[config.mk]
export PLATFORM = sky130hd
export DESIGN_NAME = flash_cmd_seq
export DESIGN_NICKNAME = d
export VERILOG_FILES = /design/src/rtl/flash_cmd_seq.sv
export SDC_FILE = /design/constraint.sdc
export NUM_CORES = 1
export LEC_CHECK = 0
export BUFFER_PORTS_ARGS = -buffer_cell sky130_fd_sc_hd__buf_2
export CAP_MARGIN = 20
export CORE_MARGIN = 4
export CORE_UTILIZATION = 35
export DETAILED_ROUTE_END_ITERATION = 8
export SYNTH_ARGS = -nofsm -noshare
export SYNTH_HDL_FRONTEND = slang
export SYNTH_SLANG_ARGS = --single-unit
[constraint.sdc]
create_clock -name clk -period 2.4 [get_ports clk]
set_input_delay 0.36 -clock clk [delete_from_list [all_inputs] [get_ports clk]]
set_output_delay 0.36 -clock clk [all_outputs]
set_load 0.05 [all_outputs]
[src/rtl/flash_cmd_seq.sv]
module flash_cmd_seq #(
  parameter int AW       = 20,
  parameter int DW       = 16,
  parameter int P_WLO    = 10,
  parameter int P_WHI    = 6,
  parameter int P_RD     = 20,
  parameter int P_RHI    = 4,
  parameter int TO_PROG  = 60000,
  parameter int TO_ERASE = 2000000000,
  parameter int TW       = 32
) (
  input  logic          clk,
  input  logic          rst_n,
  input  logic          byte_mode,
  input  logic          req_valid,
  output logic          req_ready,
  input  logic [1:0]    req_op,
  input  logic [AW-1:0] req_addr,
  input  logic [DW-1:0] req_data,
  output logic          done,
  output logic          err,
  output logic          fl_ce_n,
  output logic          fl_we_n,
  output logic          fl_oe_n,
  output logic [AW-1:0] fl_addr,
  output logic [DW-1:0] fl_dq_out,
  output logic          fl_dq_oe,
  input  logic [DW-1:0] fl_dq_in
);
  localparam int PM1  = (P_WLO > P_WHI) ? P_WLO : P_WHI;
  localparam int PM2  = (P_RD > P_RHI) ? P_RD : P_RHI;
  localparam int PMAX = (PM1 > PM2) ? PM1 : PM2;
  localparam int CW   = $clog2(PMAX + 1);
  localparam logic [1:0] OP_PROG = 2'd0;
  localparam logic [1:0] OP_SECT = 2'd1;

  typedef enum logic [2:0] {S_IDLE, S_WLO, S_WHI, S_RLO, S_RHI, S_DONE} st_t;

  st_t           st;
  logic [CW-1:0] cnt;
  logic [2:0]    wi;
  logic [1:0]    op_q;
  logic [AW-1:0] addr_q, u1, u2, w_addr;
  logic [DW-1:0] data_q, w_data;
  logic          bm_q, abort_q, err_q, have_prev, prev6;
  logic [TW-1:0] tmo;
  logic          last, hit, expired;
  logic          unused_bits;

  assign u1      = bm_q ? AW'(12'hAAA) : AW'(12'h555);
  assign u2      = bm_q ? AW'(12'h555) : AW'(12'h2AA);
  assign last    = (op_q == OP_PROG) ? (wi == 3'd3) : (wi == 3'd5);
  assign hit     = (have_prev && (fl_dq_in[6] == prev6)) ||
                   ((op_q == OP_PROG) && (fl_dq_in[7] == data_q[7]));
  assign expired = tmo >= TW'((op_q == OP_PROG) ? TO_PROG : TO_ERASE);
  assign unused_bits = ^{fl_dq_in[DW-1:8], fl_dq_in[5:0]};

  always_comb begin
    w_addr = u1;
    w_data = DW'(8'hAA);
    if (abort_q) begin
      w_addr = '0;
      w_data = DW'(8'hF0);
    end else begin
      case (wi)
        3'd1, 3'd4: begin w_addr = u2; w_data = DW'(8'h55); end
        3'd2: w_data = (op_q == OP_PROG) ? DW'(8'hA0) : DW'(8'h80);
        3'd3: if (op_q == OP_PROG) begin
          w_addr = addr_q;
          w_data = bm_q ? {{(DW-8){1'b0}}, data_q[7:0]} : data_q;
        end
        3'd5: if (op_q == OP_SECT) begin
          w_addr = addr_q;
          w_data = DW'(8'h30);
        end else begin
          w_data = DW'(8'h10);
        end
        default: ;
      endcase
    end
  end

  always_ff @(posedge clk or negedge rst_n) begin
    if (!rst_n) begin
      st <= S_IDLE; cnt <= '0; wi <= '0; op_q <= '0; addr_q <= '0; data_q <= '0;
      bm_q <= 1'b0; abort_q <= 1'b0; err_q <= 1'b0; have_prev <= 1'b0;
      prev6 <= 1'b0; tmo <= '0;
    end else begin
      case (st)
        S_IDLE: if (req_valid) begin
          op_q <= req_op; addr_q <= req_addr; data_q <= req_data; bm_q <= byte_mode;
          wi <= '0; abort_q <= 1'b0; err_q <= 1'b0; have_prev <= 1'b0; tmo <= '0;
          cnt <= CW'(P_WLO - 1);
          st <= S_WLO;
        end
        S_WLO:
          if (cnt != '0) cnt <= cnt - 1'b1;
          else begin cnt <= CW'(P_WHI - 1); st <= S_WHI; end
        S_WHI:
          if (cnt != '0) cnt <= cnt - 1'b1;
          else if (abort_q) begin err_q <= 1'b1; st <= S_DONE; end
          else if (last) begin cnt <= CW'(P_RD - 1); st <= S_RLO; end
          else begin wi <= wi + 1'b1; cnt <= CW'(P_WLO - 1); st <= S_WLO; end
        S_RLO: begin
          tmo <= tmo + 1'b1;
          if (cnt != '0) cnt <= cnt - 1'b1;
          else if (hit) st <= S_DONE;
          else if (expired) begin abort_q <= 1'b1; cnt <= CW'(P_WLO - 1); st <= S_WLO; end
          else begin
            prev6 <= fl_dq_in[6]; have_prev <= 1'b1;
            cnt <= CW'(P_RHI - 1); st <= S_RHI;
          end
        end
        S_RHI: begin
          tmo <= tmo + 1'b1;
          if (cnt != '0) cnt <= cnt - 1'b1;
          else begin cnt <= CW'(P_RD - 1); st <= S_RLO; end
        end
        default: st <= S_IDLE;
      endcase
    end
  end

  assign req_ready = (st == S_IDLE);
  assign done      = (st == S_DONE);
  assign err       = done && err_q;
  assign fl_we_n   = !(st == S_WLO);
  assign fl_oe_n   = !(st == S_RLO);
  assign fl_ce_n   = !((st == S_WLO) || (st == S_RLO));
  assign fl_dq_oe  = (st == S_WLO) || (st == S_WHI);
  assign fl_addr   = ((st == S_RLO) || (st == S_RHI)) ? addr_q : w_addr;
  assign fl_dq_out = w_data;
endmodule

After elaboration in Yosys (flattened, before gate mapping). Index checks and enable logic that the tools add are counted.

Register bits: 86. Input bits: 58.

Add/sub/neg operators: 3. $lt $le $gt $ge: 1. Eq/ne operators: 26. Multiplexer cells: 54. Bitwise operators: 3. Reductions and logical operators: 28.

Operator list (count): $mux 20 (4); $pmux 16 s4 (1); $pmux 32 s2 (1); $pmux 20 s3 (1); $mux 16 (3); $mux 5 (8); $mux 3 (12); $add 32x1->32 const B (1); $ge 32x31->1 (1); $mux 32 (1); $mux 31 (1); $pmux 5 s5 (1); $ne 2x2->1 const B (11); $reduce_and 5->1 (4); $pmux 3 s5 (1); $eq 3x2->1 const B (4); $eq 3x3->1 const B (4); $mux 12 (1); $mux 6 (2); $reduce_and 4->1 (3); $mux 11 (1); $mux 1 (10); $reduce_bool 5->1 (2); $eq 3x1->1 const B (2); other kinds (18) (35).

Logic depth before layout (Yosys ltp).
Depth in word-level cells: 7. Depth in mapped cells: 11.

Worst setup path after synthesis. No wires, ideal clock.

Path kind: reg2out. From: register st[2]. To: output port fl_addr[12]. Data arrival time: 2392 ps. Setup slack: -352 ps. Cell stages (with the launch flop): 6. Path buffers: 1. Cells stage by stage: dfrtp_1 -> buf_2 -> nand3b_1 -> nand2_1 -> a21oi_1 -> nor2b_1.

Longest elaborated chain between the ends: 3.

RTL lines: start: declaration (RTL line 39) `st_t st;`; start signal: assignment (RTL line 85) `st <= S_IDLE; cnt <= '0; wi <= '0; op_q <= '0; addr_q <= '0; data_q <= '0;`; start signal: assignment (RTL line 94) `st <= S_WLO;`; start signal: assignment (RTL line 98) `else begin cnt <= CW'(P_WHI - 1); st <= S_WHI; end`; $eq 3x2->1 / $eq 3x3->1 (equally long branches) (RTL line 131) `assign fl_addr = ((st == S_RLO) || (st == S_RHI)) ? addr_q : w_addr;`; $logic_or 1x1->1 * (RTL line 131); $mux 20 * (RTL line 131); end: declaration (RTL line 25) `output logic [AW-1:0] fl_addr,`.

Every way passes the cells marked *; elsewhere a longest branch is shown, timed or not.

Worst setup path in the final report.
From: register wi[0]. To: output port fl_addr[1].

Longest elaborated chain between the ends: 5.

RTL lines: start: declaration (RTL line 41) `logic [2:0] wi;`; start signal: assignment (RTL line 85); start signal: assignment (RTL line 92) `wi <= '0; abort_q <= 1'b0; err_q <= 1'b0; have_prev <= 1'b0; tmo <= '0;`; start signal: assignment (RTL line 103) `else begin wi <= wi + 1'b1; cnt <= CW'(P_WLO - 1); st <= S_WLO; end`; $eq 3x1->1 / $eq 3x3->1 (equally long branches) (RTL line 65) `case (wi)`; $reduce_or 2->1 (RTL line 65); $pmux 20 s3 * (RTL line 65); $mux 20 * (RTL line 61) `if (abort_q) begin`; $mux 20 * (RTL line 131).

Marks and branches as above.

==> flow_summary.yaml <==
place:
  place_congestion: 0.893
  place_ws_ps: -87.5
  dp_hpwl_um: 9080
  port_buffers: 86
run_status:
  violations: "hold timing, setup timing"
  status: "finished with violations"
timing:
  finClkSkew_ps: 6.64
  max_freq_mhz: 367
  fin_setup_tns_ps: -7350
  setup_viol: 35
  hold_ws_ps: -2.10
  period_share: 1.14
  hold_viol: 5
  rsz0062_at_grt: "true"
  slew_headroom: 0.655
  fin_ws_ps: -324
  final-max-slew-violation-count: 0
  min_period_ps: 2720
  max_slew.worst_pin.slew_ps: 518
synthesis:
  yosys_warnings: 0
  synth.most_common_cell: "dfrtp_1"
  syn_nets: 588
  synth-edff-count: 0
  synth.top_cell.area_share: 0.428
  synth.area.top_cells: "dfrtp_1, mux2_2, o21ai_0"
  synth_ff_type: "dfrtp_1"
  ys_ff_latch: 86
  synth_area_um2: 5030
  synth_top_cell_by_area: "dfrtp_1"
  syn_avg_cell_area_um2: 9.72
  seq_area_frac_synth: 0.428
  async_flop_share: 1.00
  synth_common_cells: "dfrtp_1, nor2_1, nand2_1"
  synth_cells: 517
  synth_cell_types: 63
layout:
  layout.nets: 716
  diodes: 0
  drive_above_1_share: 0.405
  syn_to_final_growth_pct: 36.7
global_routing:
  grt_overflow_total: 0
  antenna_found_initial: 0
  grt_max_degree: 51
  grt_util_all_layers: 0.156
  grt_pass1_wl_um: 21000
  grt_pass1_vias: 4392
route:
  vias: 4327
  drt_iter0_markers: 143
  wl_per_cell_um: 15.3
  finalWirelength_um: 12700
  antenna_left: 0
  drc: 0
  vias_per_cell: 5.22
  dr.pass1.iters: 6
clock_tree:
  clk_latency_ps: 340
  cts.sinks: 86
  cts_tree: "done"
  cts.clk_slew.worst_paths_ps: 60
  root_buffer: "clkbuf_16"
  cts_buffers: 9
  htreeDepth: 3
  clock_path_buffers: 2
  cts_hold_buf: 0
floorplan:
  num_rows: 43
  ios: 101
  die_h_um: 128
  start_util: 0.359
  die_x_um: 128
  core_um2: 14000
  die_area_um2: 16300
critical_path:
  end_kind: "primary output"
  arrival_ps: 2360
  crit_path_max_fanout: 5
  crit_type: "reg2out"
  cp.required_ps: 2040
  start_kind: "register"
worst_hold_path:
  hp-class: "in2async"
pwr:
  p_leak_nw: 3.04
  peakVddDrop_mv: 1.88
  p_per_area_nw_per_um2: 1270
  p_total_w: 0.00874
run:
  max-cap-violations: 0
path summary, 6_finish.rpt:
path	from	endpoint	slack [ps]	cells past startpoint
max	wi[0]	fl_addr[1]	-320	10
min	rst_n	tmo[15]	-2	1
max reg2reg	op_q[1]	cnt[1]	100	9
min reg2reg	data_q[8]	data_q[8]	500	1
max in group asynchronous	rst_n	wi[1]	1760	2
min in group clk	req_addr[2]	addr_q[2]	250	2
cell families after synthesis:
group / share of synthesized area
AND/OR/NAND/NOR: 0.222
AO/OA/AOI/OAI: 0.142
flip-flops: 0.428
buffers and inverters: 0.0436
multiplexers: 0.0916
XOR/XNOR: 0.0401
adder cells (fa/ha/maj): 0.0324
area by class of cell:
type	instances	area [µm²]
inverter	21	81.3
timing repair buffer	140	1130
clock inverter	3	42.5
sequential	86	2150
multi-input combinational	387	2970
fill	1258	7120
tap	180	225
clock buffer	12	267
report_power, final:
group          total [W]  internal [W]  leakage (nW)  switching (W)
Sequential       0.00222       0.00190          1.10       0.000321
Clock            0.00145      0.000884         0.151       0.000565
Combinational    0.00508       0.00223          1.79        0.00285
flip-flops by register name, summed over array words and instances (netlist names):
signal     count
tmo           32
addr_q        20
data_q        16
cnt            5
st             3
wi             3
op_q           2
abort_q        1
bm_q           1
err_q          1
have_prev      1
prev6          1
critical path: stages, from the launching register on:
cell and delay (ps):
dfrtp_1 410, ha_2 210, ha_4 180, and3b_1 220, a31oi_1 50, o22a_1 250
buf_6 140, a21oi_4 130, nor3_4 70, a21o_2 230, buf_8 150
per-layer routing:
metal  vias to the layer above  part of all wire  track usage
met3                        21             0.056       0.0417
li1                       2089                 -            -
met1                      2111              0.43        0.197
met5                         -                 0            0
met2                       106              0.50        0.259
met4                         0             0.017       0.0549
through the flow:
step / hold slack (ps) / std cells / cell area [µm²] / utilization
global placement: 370 / 804 / 6080 / 0.435
global route: 38.7 / 829 / 6870 / 0.491
finish: -2.10 / 829 / 6870 / 0.491
floorplan: 64.4 / 517 / 5240 / -
detailed placement: 374 / 804 / 6080 / 0.435
CTS: 14.1 / 822 / 6710 / 0.480
what timing repair did:
item / in CTS / in global routing
buffers inserted: 6 / 7
setup endpoints to repair: 36 / 40
pin swaps: 8 / 8
gates resized for setup: 84 / 28
placed cells by master (no fill, tap or decap), types with 4 or more instances in the layout:
| cell type | Yosys | routed |
|---|---|---|
| buf_8 | 0 | 14 |
| buf_4 | 0 | 56 |
| and2_1 | 15 | 13 |
| mux2_2 | 40 | 40 |
| a21oi_4 | 0 | 5 |
| xor2_1 | 4 | 4 |
| nor2_1 | 43 | 41 |
| a21oi_1 | 32 | 26 |
| a21o_4 | 0 | 6 |
| nor2_2 | 3 | 4 |
| nand2b_1 | 6 | 6 |
| buf_2 | 6 | 50 |
| inv_1 | 21 | 19 |
| a31oi_1 | 7 | 6 |
| xnor2_1 | 19 | 19 |
| or3_1 | 10 | 10 |
| nor4_1 | 4 | 4 |
| dfrtp_1 | 86 | 86 |
| nand2_1 | 41 | 38 |
| a21o_2 | 0 | 5 |
| nor2b_4 | 0 | 8 |
| nor3_1 | 16 | 13 |
| ha_1 | 13 | 9 |
| nand4_1 | 8 | 8 |
| clkbuf_16 | 0 | 9 |
| o21ai_0 | 34 | 31 |
| buf_6 | 2 | 17 |
| nand3_1 | 11 | 11 |
No activity file was read; power rests on OpenSTA's default activity.
